$ cat config.mk
export PLATFORM = sky130hd
export DESIGN_NAME = pwm_quad_ctrl
export DESIGN_NICKNAME = d
export VERILOG_FILES = /design/src/rtl/pwmq_pkg.sv /design/src/rtl/pwmq_prescaler.sv /design/src/rtl/pwmq_chan.sv /design/src/rtl/pwm_quad_ctrl.sv
export SDC_FILE = /design/constraint.sdc
export NUM_CORES = 1
export LEC_CHECK = 0
export BUFFER_PORTS_ARGS = -buffer_cell sky130_fd_sc_hd__buf_4
export CAP_MARGIN = 20
export CORE_ASPECT_RATIO = 1.75
export CORE_MARGIN = 2
export CORE_UTILIZATION = 65
export CTS_BUF_LIST = sky130_fd_sc_hd__clkbuf_4
export CTS_CLUSTER_SIZE = 14
export DETAILED_ROUTE_END_ITERATION = 7
export PLACE_DENSITY = 0.85
export SYNTH_ARGS = -nofsm -noshare
export SYNTH_HDL_FRONTEND = slang
export SYNTH_SLANG_ARGS = --single-unit
$ cat constraint.sdc
create_clock -name clk -period 7.8 [get_ports clk]
set_input_delay 1.17 -clock clk [delete_from_list [all_inputs] [get_ports clk]]
set_output_delay 1.17 -clock clk [all_outputs]
set_load 0.02 [all_outputs]
$ cat src/rtl/pwmq_pkg.sv
// pwmq_pkg: shared constants and types for the four-channel PWM controller.
// Assumes byte addresses with 32-bit registers on 4-byte boundaries.
package pwmq_pkg;
    localparam int PRES_W    = 4;
    localparam int PRES_MAX  = 10;
    localparam int OFS_START = 'h004;
    localparam int OFS_STOP  = 'h008;
    localparam int OFS_RUN   = 'h00C;
    localparam int OFS_EVT   = 'h01C;
    localparam int CH_BASE   = 'h200;
    localparam int CH_STRIDE = 'h20;
    localparam int SUB_CTRL  = 'h00;
    localparam int SUB_DUTY  = 'h04;
    localparam int SUB_PRD   = 'h08;
    localparam int SUB_STAGE = 'h10;
    localparam int BIT_LEVEL = 9;
    localparam int BIT_TGT   = 10;

    // Per-channel control fields
    typedef struct packed {
        logic              tgt_prd;  // staging target: 1 = period, 0 = duty
        logic              level;    // active output level
        logic [PRES_W-1:0] pres;     // prescale exponent
    } ctrl_t;
endpackage

$ cat src/rtl/pwmq_prescaler.sv
// pwmq_prescaler: emits one tick every 2^pres clocks while run is high.
// Assumes pres <= DIV_W. The count restarts from zero whenever run is low.
// An exponent lowered mid-count ticks on the next cycle because the compare uses >=.
module pwmq_prescaler #(
    parameter int PRES_W = 4,
    parameter int DIV_W  = 10
) (
    input  logic              clk,
    input  logic              rst_n,
    input  logic              run,
    input  logic [PRES_W-1:0] pres,
    output logic              tick
);
    logic [DIV_W-1:0] pcnt;
    logic [DIV_W:0]   span;
    logic [DIV_W:0]   lim;

    // Terminal count for the selected exponent
    always_comb begin
        span = (DIV_W+1)'(1) << pres;
        lim  = span - (DIV_W+1)'(1);
        tick = run && ({1'b0, pcnt} >= lim);
    end

    // Prescale counter
    always_ff @(posedge clk) begin
        if (!rst_n || !run) pcnt <= '0;
        else if (tick)      pcnt <= '0;
        else                pcnt <= pcnt + DIV_W'(1);
    end

    // with a nonzero, unchanged exponent two ticks are never adjacent
    assert_tick_spacing_R4: assert property (@(posedge clk) disable iff (!rst_n)
        (tick && pres != '0) |=> (!tick || pres != $past(pres)));
endmodule

$ cat src/rtl/pwmq_chan.sv
// pwmq_chan: one PWM channel. It holds the control, duty, period and staging
// registers, the period counter and the waveform. Assumes the top module
// decodes write strobes, each of which lasts one cycle.
module pwmq_chan
    import pwmq_pkg::*;
#(
    parameter int CNT_W = 16,
    parameter int DIV_W = PRES_MAX
) (
    input  logic             clk,
    input  logic             rst_n,
    input  logic             run,
    input  logic             wr_ctrl,
    input  logic             wr_duty,
    input  logic             wr_prd,
    input  logic             wr_stage,
    input  logic [CNT_W-1:0] wval,
    input  ctrl_t            wctrl,
    output ctrl_t            ctrl_q,
    output logic [CNT_W-1:0] duty_q,
    output logic [CNT_W-1:0] prd_q,
    output logic [CNT_W-1:0] stage_q,
    output logic             wave,
    output logic             eop
);
    logic             tick;
    logic [CNT_W-1:0] cnt;
    logic [CNT_W:0]   nxt;
    logic             wrap;
    logic             pend;
    logic             pend_tgt;
    logic [PRES_W-1:0] pres_sat;

    pwmq_prescaler #(.PRES_W(PRES_W), .DIV_W(DIV_W)) u_pres (
        .clk(clk), .rst_n(rst_n), .run(run), .pres(ctrl_q.pres), .tick(tick)
    );

    // Period boundary detect and exponent saturation
    always_comb begin
        nxt      = {1'b0, cnt} + (CNT_W+1)'(1);
        wrap     = tick && (nxt >= {1'b0, prd_q});
        eop      = wrap;
        pres_sat = (wctrl.pres > PRES_W'(PRES_MAX)) ? PRES_W'(PRES_MAX) : wctrl.pres;
    end

    // Control register
    always_ff @(posedge clk) begin
        if (!rst_n)       ctrl_q <= '0;
        else if (wr_ctrl) ctrl_q <= '{tgt_prd: wctrl.tgt_prd, level: wctrl.level, pres: pres_sat};
    end

    // Period counter
    always_ff @(posedge clk) begin
        if (!rst_n || !run) cnt <= '0;
        else if (wrap)      cnt <= '0;
        else if (tick)      cnt <= cnt + CNT_W'(1);
    end

    // Staging value, its target and its pending flag
    always_ff @(posedge clk) begin
        if (!rst_n) begin
            stage_q  <= '0;
            pend     <= 1'b0;
            pend_tgt <= 1'b0;
        end else begin
            if (wr_stage) begin
                stage_q  <= wval;
                pend_tgt <= ctrl_q.tgt_prd;
            end
            pend <= run && (wr_stage || (pend && !wrap));
        end
    end

    // Duty register: direct when stopped, staged at the boundary when running
    always_ff @(posedge clk) begin
        if (!rst_n)                                  duty_q <= '0;
        else if (!run && wr_duty)                    duty_q <= wval;
        else if (!run && wr_stage && !ctrl_q.tgt_prd) duty_q <= wval;
        else if (run && wrap && pend && !pend_tgt)   duty_q <= stage_q;
    end

    // Period register: direct when stopped, staged at the boundary when running
    always_ff @(posedge clk) begin
        if (!rst_n)                                  prd_q <= '0;
        else if (!run && wr_prd)                     prd_q <= wval;
        else if (!run && wr_stage && ctrl_q.tgt_prd) prd_q <= wval;
        else if (run && wrap && pend && pend_tgt)    prd_q <= stage_q;
    end

    // Output level
    always_comb begin
        if (run && (cnt < duty_q)) wave = ctrl_q.level;
        else                       wave = ~ctrl_q.level;
    end

    // the counter stays below a nonzero period
    assert_cnt_in_period_R5: assert property (@(posedge clk) disable iff (!rst_n)
        (run && prd_q != '0) |-> (cnt < prd_q));
    // a running channel changes duty and period only at a boundary
    assert_frozen_running_R7: assert property (@(posedge clk) disable iff (!rst_n)
        (run && !wrap) |=> ($stable(duty_q) && $stable(prd_q)));
    // a committed staging value leaves nothing pending
    assert_pend_cleared_R8: assert property (@(posedge clk) disable iff (!rst_n)
        (wrap && !wr_stage) |=> !pend);
endmodule

$ cat src/rtl/pwm_quad_ctrl.sv
// pwm_quad_ctrl: register decode, run bits, end-of-period flags and the
// per-channel instances. Assumes single-cycle strobes and reads that are
// combinational from rd_addr.
module pwm_quad_ctrl
    import pwmq_pkg::*;
#(
    parameter int NUM_CH = 4,
    parameter int CNT_W  = 16,
    parameter int ADDR_W = 12,
    parameter int DATA_W = 32
) (
    input  logic              clk,
    input  logic              rst_n,
    input  logic              wr_en,
    input  logic [ADDR_W-1:0] wr_addr,
    input  logic [DATA_W-1:0] wr_data,
    input  logic              rd_en,
    input  logic [ADDR_W-1:0] rd_addr,
    output logic [DATA_W-1:0] rd_data,
    output logic [NUM_CH-1:0] pwm_out
);
    localparam int IDX_W = (NUM_CH > 1) ? $clog2(NUM_CH) : 1;
    localparam logic [ADDR_W-1:0] CH_LO = ADDR_W'(CH_BASE);
    localparam logic [ADDR_W-1:0] CH_HI = ADDR_W'(CH_BASE + NUM_CH*CH_STRIDE);

    logic [NUM_CH-1:0] run_q;
    logic [NUM_CH-1:0] evt_q;
    logic [NUM_CH-1:0] eop_v;
    logic              start_wr, stop_wr, evt_rd;
    logic              w_in_ch, r_in_ch;
    logic [ADDR_W-1:0] w_rel, r_rel;
    logic [IDX_W-1:0]  w_idx, r_idx;
    logic [4:0]        w_sub, r_sub;
    ctrl_t             wctrl;

    ctrl_t             ctrl_a  [NUM_CH];
    logic [CNT_W-1:0]  duty_a  [NUM_CH];
    logic [CNT_W-1:0]  prd_a   [NUM_CH];
    logic [CNT_W-1:0]  stage_a [NUM_CH];

    // Address decode for both ports
    always_comb begin
        start_wr = wr_en && (wr_addr == ADDR_W'(OFS_START));
        stop_wr  = wr_en && (wr_addr == ADDR_W'(OFS_STOP));
        evt_rd   = rd_en && (rd_addr == ADDR_W'(OFS_EVT));
        w_in_ch  = (wr_addr >= CH_LO) && (wr_addr < CH_HI);
        r_in_ch  = (rd_addr >= CH_LO) && (rd_addr < CH_HI);
        w_rel    = wr_addr - CH_LO;
        r_rel    = rd_addr - CH_LO;
        w_idx    = w_rel[5 +: IDX_W];
        r_idx    = r_rel[5 +: IDX_W];
        w_sub    = w_rel[4:0];
        r_sub    = r_rel[4:0];
        wctrl    = '{tgt_prd: wr_data[BIT_TGT], level: wr_data[BIT_LEVEL],
                     pres: wr_data[PRES_W-1:0]};
    end

    // Run bits: set and clear registers
    always_ff @(posedge clk) begin
        if (!rst_n)        run_q <= '0;
        else if (start_wr) run_q <= run_q | wr_data[NUM_CH-1:0];
        else if (stop_wr)  run_q <= run_q & ~wr_data[NUM_CH-1:0];
    end

    // End-of-period flags: a read clears, same-cycle events survive
    always_ff @(posedge clk) begin
        if (!rst_n) evt_q <= '0;
        else        evt_q <= (evt_rd ? '0 : evt_q) | eop_v;
    end

    for (genvar i = 0; i < NUM_CH; i++) begin : g_ch
        logic sel;
        assign sel = wr_en && w_in_ch && (w_idx == IDX_W'(i));
        pwmq_chan #(.CNT_W(CNT_W), .DIV_W(PRES_MAX)) u_chan (
            .clk(clk), .rst_n(rst_n), .run(run_q[i]),
            .wr_ctrl (sel && (w_sub == 5'(SUB_CTRL))),
            .wr_duty (sel && (w_sub == 5'(SUB_DUTY))),
            .wr_prd  (sel && (w_sub == 5'(SUB_PRD))),
            .wr_stage(sel && (w_sub == 5'(SUB_STAGE))),
            .wval(wr_data[CNT_W-1:0]), .wctrl(wctrl),
            .ctrl_q(ctrl_a[i]), .duty_q(duty_a[i]), .prd_q(prd_a[i]),
            .stage_q(stage_a[i]), .wave(pwm_out[i]), .eop(eop_v[i])
        );
    end

    // Read data multiplexer
    always_comb begin
        rd_data = '0;
        if (rd_addr == ADDR_W'(OFS_RUN)) begin
            rd_data[NUM_CH-1:0] = run_q;
        end else if (rd_addr == ADDR_W'(OFS_EVT)) begin
            rd_data[NUM_CH-1:0] = evt_q;
        end else if (r_in_ch) begin
            case (r_sub)
                5'(SUB_CTRL): begin
                    rd_data[PRES_W-1:0] = ctrl_a[r_idx].pres;
                    rd_data[BIT_LEVEL]  = ctrl_a[r_idx].level;
                    rd_data[BIT_TGT]    = ctrl_a[r_idx].tgt_prd;
                end
                5'(SUB_DUTY):  rd_data[CNT_W-1:0] = duty_a[r_idx];
                5'(SUB_PRD):   rd_data[CNT_W-1:0] = prd_a[r_idx];
                5'(SUB_STAGE): rd_data[CNT_W-1:0] = stage_a[r_idx];
                default:       rd_data = '0;
            endcase
        end
    end

    // a start write leaves every selected channel running
    assert_start_sets_R1: assert property (@(posedge clk) disable iff (!rst_n)
        start_wr |=> ((run_q & $past(wr_data[NUM_CH-1:0])) == $past(wr_data[NUM_CH-1:0])));
    // a stop write clears only the selected channels
    assert_stop_clears_R1: assert property (@(posedge clk) disable iff (!rst_n)
        stop_wr |=> (run_q == ($past(run_q) & ~$past(wr_data[NUM_CH-1:0]))));
    // a flag read keeps only the events of its own cycle
    assert_evt_read_R2: assert property (@(posedge clk) disable iff (!rst_n)
        evt_rd |=> (evt_q == $past(eop_v)));
    // without a read, flags are sticky
    assert_evt_sticky_R2: assert property (@(posedge clk) disable iff (!rst_n)
        !evt_rd |=> ((evt_q & $past(evt_q)) == $past(evt_q)));
endmodule

==> results of run 1 <==
==> flip-flops by register name, indices dropped and copies added, names as in the netlist, named ones only <==
signal	flops
g_ch.u_chan.cnt	64
g_ch.u_chan.u_pres.pcnt	40
evt_q	4
g_ch.u_chan.stage_q	64
g_ch.u_chan.pend_tgt	4
g_ch.u_chan.pend	4
g_ch.u_chan.ctrl_q	24
g_ch.u_chan.prd_q	64
g_ch.u_chan.duty_q	64
==> layer usage <==
metal  GRT usage [%]  vias up  part of all wire (%)
met5               0        -                     0
met1           39.02     9077                    36
li1                -     8961                     -
met3           6.410      354                   6.6
met2           62.67      945                    49
met4           29.50        0                   9.0
==> power groups by stage <==
| stage | registers, mW | clock network [mW] | logic [mW] |
|---|---|---|---|
| final | 1.71 | 1.55 | 0.121 |
| after global routing | 1.71 | 1.65 | 0.127 |
| after CTS | 1.71 | 1.56 | 0.117 |
| after detailed placement | 1.75 | 0 | 0.117 |
| after global placement | 1.75 | 0 | 0.114 |
| after floorplan | 1.75 | 0 | 0.0815 |
==> stage by stage <==
step / power (mW) / cells
after CTS: 3.395 / 3063
after detailed placement: 1.871 / 2917
after global routing: 3.487 / 3067
final: 3.384 / 3067
after floorplan: 1.836 / 2550
after global placement: 1.869 / 2916
==> area by class of cell <==
class	count	area share, %
clock inverters	33	0.8888
multi-input cells	1893	59.24
flip-flops and latches	336	28.61
clock buffers	113	3.608
inverters	149	2.379
repair buffers	86	2.826
diodes	2	0.02129
well taps	455	2.422
==> placed cells by master (no fill, tap or decap), types with 15 or more instances in the layout <==
master / Yosys / final
nand3_1: 67 / 67
mux2_2: 26 / 26
nor2_1: 195 / 195
a21oi_1: 145 / 145
clkinv_1: 0 / 21
o21ai_1: 20 / 20
nand4_1: 30 / 30
xnor2_1: 63 / 63
o211ai_1: 22 / 22
o21ai_0: 124 / 124
conb_1: 1 / 16
dfxtp_1: 336 / 336
nand2b_1: 25 / 25
nand2_1: 337 / 337
and3_1: 25 / 25
a22oi_1: 24 / 24
inv_1: 148 / 148
clkbuf_4: 0 / 113
buf_4: 30 / 83
o311a_1: 16 / 16
mux4_2: 54 / 54
a21o_1: 29 / 29
o211a_1: 31 / 31
nor2b_1: 15 / 15
ha_1: 176 / 176
mux2i_1: 170 / 170
xor2_1: 74 / 74
nor3_1: 37 / 34
==> path summary, 6_finish.rpt <==
check	from	to	slack, ns	cells past startpoint
worst min-delay path	evt_q[3]	evt_q[3]	0.46	2
worst max-delay path	g_ch[2].u_chan.cnt[0]	g_ch[2].u_chan.cnt[5]	2.95	14
worst max register to register	g_ch[2].u_chan.cnt[0]	g_ch[2].u_chan.cnt[5]	2.95	14
worst min register to register	evt_q[3]	evt_q[3]	0.46	2
==> logic make-up (layout without fill, tap and decap cells) <==
| group | count (synthesis) | after routing | synth area share [%] |
|---|---|---|---|
| xor+xnor | 137 | 137 | 5.464 |
| compound gates | 483 | 483 | 14.72 |
| flops | 336 | 336 | 30.63 |
| other cells | 1 | 18 | 0.01708 |
| buf+inv | 321 | 381 | 6.512 |
| mux | 256 | 256 | 14.93 |
| simple gates | 825 | 825 | 17.71 |
| fa+ha+maj | 176 | 176 | 10.03 |
==> tightest hold or removal path: stages, from the launching register on <==
cell and delay (ns):
dfxtp_1 0.32, nand2_1 0.05, a21oi_1 0.05
==> results_dict.tcl, run 1 <==
set metrics [dict create \
    cts_num_sinks 336 \
    core_area_um2 33520 \
    avgRoutedWirePerCell_um 20.78 \
    postCtsSetupBuffers 0 \
    crit_buf_inv 0 \
    critPathSlowestCell "nand3_1" \
    seqCellArea_um2 6726 \
    critical_path_class "flop to flop" \
    cp.arrival_ns 5.58 \
    synth_cells 2535 \
    slowest_delay_ns 0.62 \
    drc 0 \
    routed_wirelength_mm 63.75 \
    period_share_pct 62.17 \
    cp_top_family "simple AND/OR/NAND/NOR gates" \
    outcome "completed" \
    drtAntennaViolNets 0 \
    hold_viol 0 \
    finalSetupViolCount 0 \
    fp.dieW_um 142.9 \
    vias 19340 \
    layout.nets 2784 \
    switching_share_pct 25.51 \
    tns_ns 0 \
    nFillCells 2560 \
    tightest_slew_ns 1.047 \
    netlist_top_cells_area "dfxtp_1, ha_1, mux2i_1, nand2_1, mux4_2" \
    netlist.top_cell.by_area "dfxtp_1" \
    cts_resized 0 \
    post-route-worst-setup-slack_ns 2.951 \
    dr.pass1.iters 8 \
    grt_pass1_vias 19580 \
    synthDistinctLibCells 91 \
    io_pins 96 \
    clk_latency_ns 0.83 \
    cap_violations 0 \
    seq_area_frac_synth_pct 30.63 \
    drt_first_iter_violations 1754 \
    ir_drop_mv 0.1113 \
    rows 89 \
    grt_overflow 0 \
    portBuffers 63 \
    antenna_found_initial 1 \
    yosysMostFrequentCell "nand2_1" \
    finalMaxSlewViolations 0 \
    holdBufCountCts 0 \
    cts_tree "built" \
    worst_clock_skew_ns 0.04996 \
    numCtsBuffers 82 \
    clkPwrFrac_pct 45.8 \
    rsz0062_at_grt "false" \
    cts_root_buf "clkbuf_4" \
    synth_ff_type "dfxtp_1" \
    clk_path_buf_depth 3 \
    post-place-ws_ns 3.094 \
    grtUsageTotal_pct 36.58 \
    clkTransAtPathRegs_ns 0.08 \
    internal-power_mw 2.521 \
    ys_seq_elements 336 \
    path_cells "ha_1, nand3_1, nor4_4, nand3_1, nor2_1, xor2_1, ha_1, a21oi_1, nand2_1, a21oi_1, o211ai_1, o21ai_0, nand3_1, nor2_1" \
    synth_edf_count 0 \
    yosys_warnings 0 \
    synth_common_cells "nand2_1, dfxtp_1, nor2_1" \
    power.leakage_nw 9.097 \
    hold_ws_ns 0.4640 \
    synth_top_area_share_pct 30.63 \
    hpwl_mm 47.82 \
    power_switching_uw 863.3 \
    syn_area_um2 21960 \
    utilization_pct 70.14 \
    clock.fmax_ghz 0.2062 \
    fin_area_um2 23510 \
    path_common_cell "nand3_1" \
    cts_max_level 3 \
    drive_above_1_share_pct 13.22 \
    fin_crit_ns 4.849 \
    p_seq_share_pct 50.7 \
    cellPowerDensity_nw_per_um2 143.9 \
    crit_path_end_kind "flop" \
    multi_input_area_um2 13930 \
    grt_max_degree 99 \
    synthToLayoutAreaGrowth_pct 7.053 \
    cp_max_fo 16 \
    start_kind "flop" \
    start_util_pct 65.52 \
    gp_congestion 1.015 \
    pwr-share-comb_pct 3.6 \
    die_h_um 247.2 \
    cp_data_required_time_ns 8.53 \
    vias_per_cell 6.305 \
    async_flop_share_pct 0 \
    dieArea_um2 35330 \
    relSlewSlack_pct 29.84 \
    grt_pass1_wl_mm 101.3 \
    placed_cell_area_um2 22420 \
    hold_class "flop to flop" \
    syn_avg_cell_area_um2 8.663 \
]
Power figures use the tool's default switching activity.
==> inputs of run 2 (changes only) <==
clock period = 5 ns   (was 7.8 ns; I/O delays follow)
==> run 2 against run 1 <==
Highest routed layer unchanged. Global-route usage fell by 0.96 points. Via count is 0.93% higher. Combinational power increased by 55%.
==> results_dict.tcl, run 2 (synthesis gave the netlist of run 1 again) <==
set metrics [dict create \
    cap_violations 0 \
    clock.fmax_ghz 0.2264 \
    hold_viol 0 \
    multi_input_area_um2 13930 \
    drtAntennaViolNets 0 \
    vias_per_cell 6.365 \
    power.leakage_nw 9.108 \
    crit_path_end_kind "flop" \
    clkTransAtPathRegs_ns 0.08 \
    fin_cells 3066 \
    finalMaxSlewViolations 0 \
    r2r-start "g_ch[0].u_chan.cnt[0]" \
    portBuffers 63 \
    cts_root_buf "clkbuf_4" \
    cp.arrival_ns 5.10 \
    total_power_mw 5.164 \
    final_common_cell "nand2_1" \
    cellPowerDensity_nw_per_um2 219.8 \
    tightest_slew_ns 1.119 \
    start_kind "flop" \
    synthToLayoutAreaGrowth_pct 6.996 \
    drc 0 \
    postCtsSetupBuffers 0 \
    vias 19520 \
    nFillCells 2621 \
    r2r_cells 12 \
    grt_overflow 0 \
    utilization_pct 70.10 \
    worst_clock_skew_ns 0.05776 \
    ir_drop_mv 0.1521 \
    die_h_um 247.2 \
    rsz0062_at_grt "false" \
    drt_first_iter_violations 1760 \
    cp_max_fo 9 \
    cts_resized 0 \
    hp-start "wr_data[4]" \
    tns_ns 0 \
    cp_data_required_time_ns 5.68 \
    cts_max_level 3 \
    seqCellArea_um2 6726 \
    relSlewSlack_pct 25.18 \
    grtUsageTotal_pct 35.63 \
    fp.dieW_um 142.9 \
    dieArea_um2 35330 \
    io_pins 96 \
    avgRoutedWirePerCell_um 20.56 \
    holdBufCountCts 0 \
    drive_above_1_share_pct 13.54 \
    core_area_um2 33520 \
    hpwl_mm 47.65 \
    gp_congestion 1.022 \
    hold_class "input pin to flop" \
    worstSetupStartpoint "g_ch[0].u_chan.cnt[0]" \
    start_util_pct 65.52 \
    period_share_pct 88.33 \
    hold_ws_ns 0.2373 \
    routed_wirelength_mm 63.02 \
    fin_crit_ns 4.416 \
    grt_pass1_wl_mm 99.10 \
    cts_num_sinks 336 \
    antenna_found_initial 2 \
    dr.pass1.iters 7 \
    layout.nets 2793 \
    finalSetupViolCount 0 \
    final_cell_mix "nand2_1, dfxtp_1, nor2_1" \
    numCtsBuffers 81 \
    clk_latency_ns 0.84 \
    placed_cells 2927 \
    outcome "completed" \
    rows 89 \
    critical_path_class "flop to flop" \
    clk_path_buf_depth 3 \
    min_path_cells 3 \
    grt_pass1_vias 19270 \
    cts_tree "built" \
    grt_max_degree 98 \
]
run 2: cell type report:
type	count	area share (%)
Clock inverter	23	0.6177
Clock buffer	111	3.546
Timing Repair Buffer	96	3.099
Tap cell	455	2.423
Multi-Input combinational cell	1893	59.28
Sequential cell	336	28.63
Inverter	149	2.380
Antenna cell	3	0.03195
run 2: critical path, stage by stage (launching register included):
cell and delay (ns):
dfxtp_1 0.50, ha_1 0.33, and2_4 0.23, nand4_1 0.23, xnor2_1 0.20, ha_1 0.30
nand2_1 0.09, o21ai_0 0.44, o2111ai_1 0.32, a31oi_1 0.73, nor2_1 0.36, a21o_1 0.26
a32o_1 0.25
run 2: metrics by stage:
stage	instance area (µm²)	worst slack, ns
6_report	23500	0.5835
4_1_cts	23470	0.6985
3_5_place_dp	22490	0.7473
2_1_floorplan	22020	1.330
5_1_grt	23500	0.3098
3_3_place_gp	22490	0.8545
run 2: where the power goes:
part	total [mW]	internal (mW)	switching, mW	leakage, nW
clock	2.30	1.13	1.17	0.597
combinational	0.188	0.0534	0.135	5.81
sequential	2.67	2.67	0.000303	2.70
run 2: final timing paths:
path / slack [ns] / endpoint
max: 0.58 / g_ch[0].u_chan.cnt[10]
min: 0.24 / g_ch[2].u_chan.duty_q[4]
max reg2reg: 0.58 / g_ch[0].u_chan.cnt[10]
min reg2reg: 0.46 / evt_q[3]
run 2: per-layer routing:
layer / wire (µm) / track usage [%] / up-vias
li1: - / - / 8978
met1: 22650 / 37.92 / 9297
met2: 31220 / 62.16 / 914
met3: 3968 / 5.848 / 327
met4: 5181 / 27.17 / 0
met5: 0 / 0 / -
==> inputs of run 3 (changes only) <==
CORE_UTILIZATION = 60   (was 65)
CTS_CLUSTER_SIZE = 20   (was 14)
PLACE_DENSITY = 0.8   (was 0.85)
==> run 3 against run 2 <==
Global-route usage decreased by 2.1 points. Critical path depth increased by 1. Fmax increased by 0.25%. Hold slack improved by 0.030 ns. Largest cell class unchanged. Sequential power about the same. Sequential cell count unchanged. Via count decreased by 0.79%. Clock power about the same.
==> results_dict.tcl, run 3 (synthesis gave the netlist of run 1 again) <==
set metrics [dict create \
    cp_max_fo 19 \
    numCtsBuffers 82 \
    hold_ws_ns 0.2676 \
    die_h_um 257.1 \
    clk_path_buf_depth 3 \
    postCtsSetupBuffers 0 \
    grt_overflow 0 \
    dieArea_um2 38210 \
    r2r-start "g_ch[3].u_chan.ctrl_q[3]" \
    fin_area_um2 23570 \
    cts_root_buf "clkbuf_4" \
    hold_viol 0 \
    finalMaxSlewViolations 0 \
    rsz0062_at_grt "false" \
    finalSetupViolCount 0 \
    start_util_pct 60.95 \
    cap_violations 0 \
    cp.arrival_ns 5.09 \
    reg2reg_slack_ns 0.59 \
    final_cell_mix "nand2_1, dfxtp_1, nor2_1" \
    clock.fmax_ghz 0.2270 \
    power.leakage_nw 9.128 \
    fin_crit_ns 4.406 \
    cellPowerDensity_nw_per_um2 218.4 \
    tightest_slew_ns 1.081 \
    rows 92 \
    clk_latency_ns 0.80 \
    hold_class "input pin to flop" \
    gp_congestion 0.9943 \
    total_power_mw 5.149 \
    cp_data_required_time_ns 5.68 \
    min_path_cells 3 \
    cts_num_sinks 336 \
    slowest_delay_ns 0.62 \
    crit_path_end_kind "flop" \
    final_common_cell "nand2_1" \
    drc 0 \
    tns_ns 0 \
    drt_first_iter_violations 1490 \
    cts_tree "built" \
    avgRoutedWirePerCell_um 20.73 \
    worst_clock_skew_ns 0.03707 \
    utilization_pct 65.42 \
    clkTransAtPathRegs_ns 0.08 \
    synthToLayoutAreaGrowth_pct 7.327 \
    relSlewSlack_pct 27.88 \
    critPathSlowestCell "or4_1" \
    worstSetupStartpoint "g_ch[3].u_chan.ctrl_q[3]" \
    drtAntennaViolNets 0 \
    vias_per_cell 6.264 \
    layout.nets 2800 \
    drive_above_1_share_pct 13.63 \
    cts_max_level 3 \
    ir_drop_mv 0.1848 \
    routed_wirelength_mm 64.08 \
    grt_pass1_vias 19410 \
    placed_cell_area_um2 22580 \
    io_pins 96 \
    start_kind "flop" \
    period_share_pct 88.11 \
    hp-start "wr_data[5]" \
    outcome "completed" \
    grtUsageTotal_pct 33.49 \
    antenna_found_initial 1 \
    r2r_cells 13 \
    seqCellArea_um2 6726 \
    critical_path_class "flop to flop" \
    dr.pass1.iters 6 \
    portBuffers 63 \
    grt_pass1_wl_mm 101.1 \
    multi_input_area_um2 13930 \
    grt_max_degree 56 \
    cts_resized 0 \
    core_area_um2 36030 \
    path_cells "or4_1, ha_1, nor3_1, a21o_1, a32oi_1, ha_1, a21o_1, a2111oi_0, a41oi_2, buf_4, o21ai_0, nand3_1, nor2_1" \
    holdBufCountCts 0 \
    hpwl_mm 48.91 \
    nFillCells 2981 \
    fp.dieW_um 148.6 \
    vias 19360 \
]
==> run 3: cell count changes in the layout (fill, tap and decap cells not counted), sizes merged <==
cell    previous run  this run
diode              3         2
clkbuf           111       116
bufinv             2         1
inv              154       149
buf               96       102
clkinv            16        22
==> run 3: power breakdown <==
part | leakage [nW] | switching [mW] | internal (mW)
Combinational | 5.83 | 0.138 | 0.0554
Clock | 0.589 | 1.17 | 1.11
Sequential | 2.70 | 0.000282 | 2.67
==> run 3: layer usage <==
| layer | part of all wire (%) | GRT usage [%] |
|---|---|---|
| met4 | 8.5 | 25.69 |
| met1 | 35 | 34.24 |
| met5 | 0 | 0 |
| met3 | 6.3 | 6.188 |
| met2 | 51 | 59.49 |
==> run 3: through the flow <==
| step | instances | worst slack, ns |
|---|---|---|
| after global placement | 2949 | 0.7412 |
| after floorplan | 2550 | 1.330 |
| after global routing | 3090 | 0.2840 |
| after detailed placement | 2950 | 0.6487 |
| after CTS | 3089 | 0.5977 |
| final | 3091 | 0.5944 |
==> run 3: critical path, delay by kind of cell (launching register included) <==
family	cells	cell delay [ns]
buffers and inverters	1	0.26
AOI/OAI and AO/OA	6	1.27
adders and majority gates	2	0.61
DFF	1	0.44
and+or+nand+nor	4	1.68
==> run 3: final timing paths <==
check / endpoint
worst max-delay path: g_ch[3].u_chan.cnt[15]
worst min-delay path: g_ch[2].u_chan.prd_q[5]
worst max register to register: g_ch[3].u_chan.cnt[15]
worst min register to register: evt_q[2]
==> run 3: final cells by class <==
cell class              instances  area share, %
multi-input cells            1893          59.10
diodes                          2        0.02123
inverters                     149          2.373
well taps                     470          2.495
repair buffers                102          3.281
flip-flops and latches        336          28.54
clock buffers                 116          3.695
clock inverters                23         0.4937
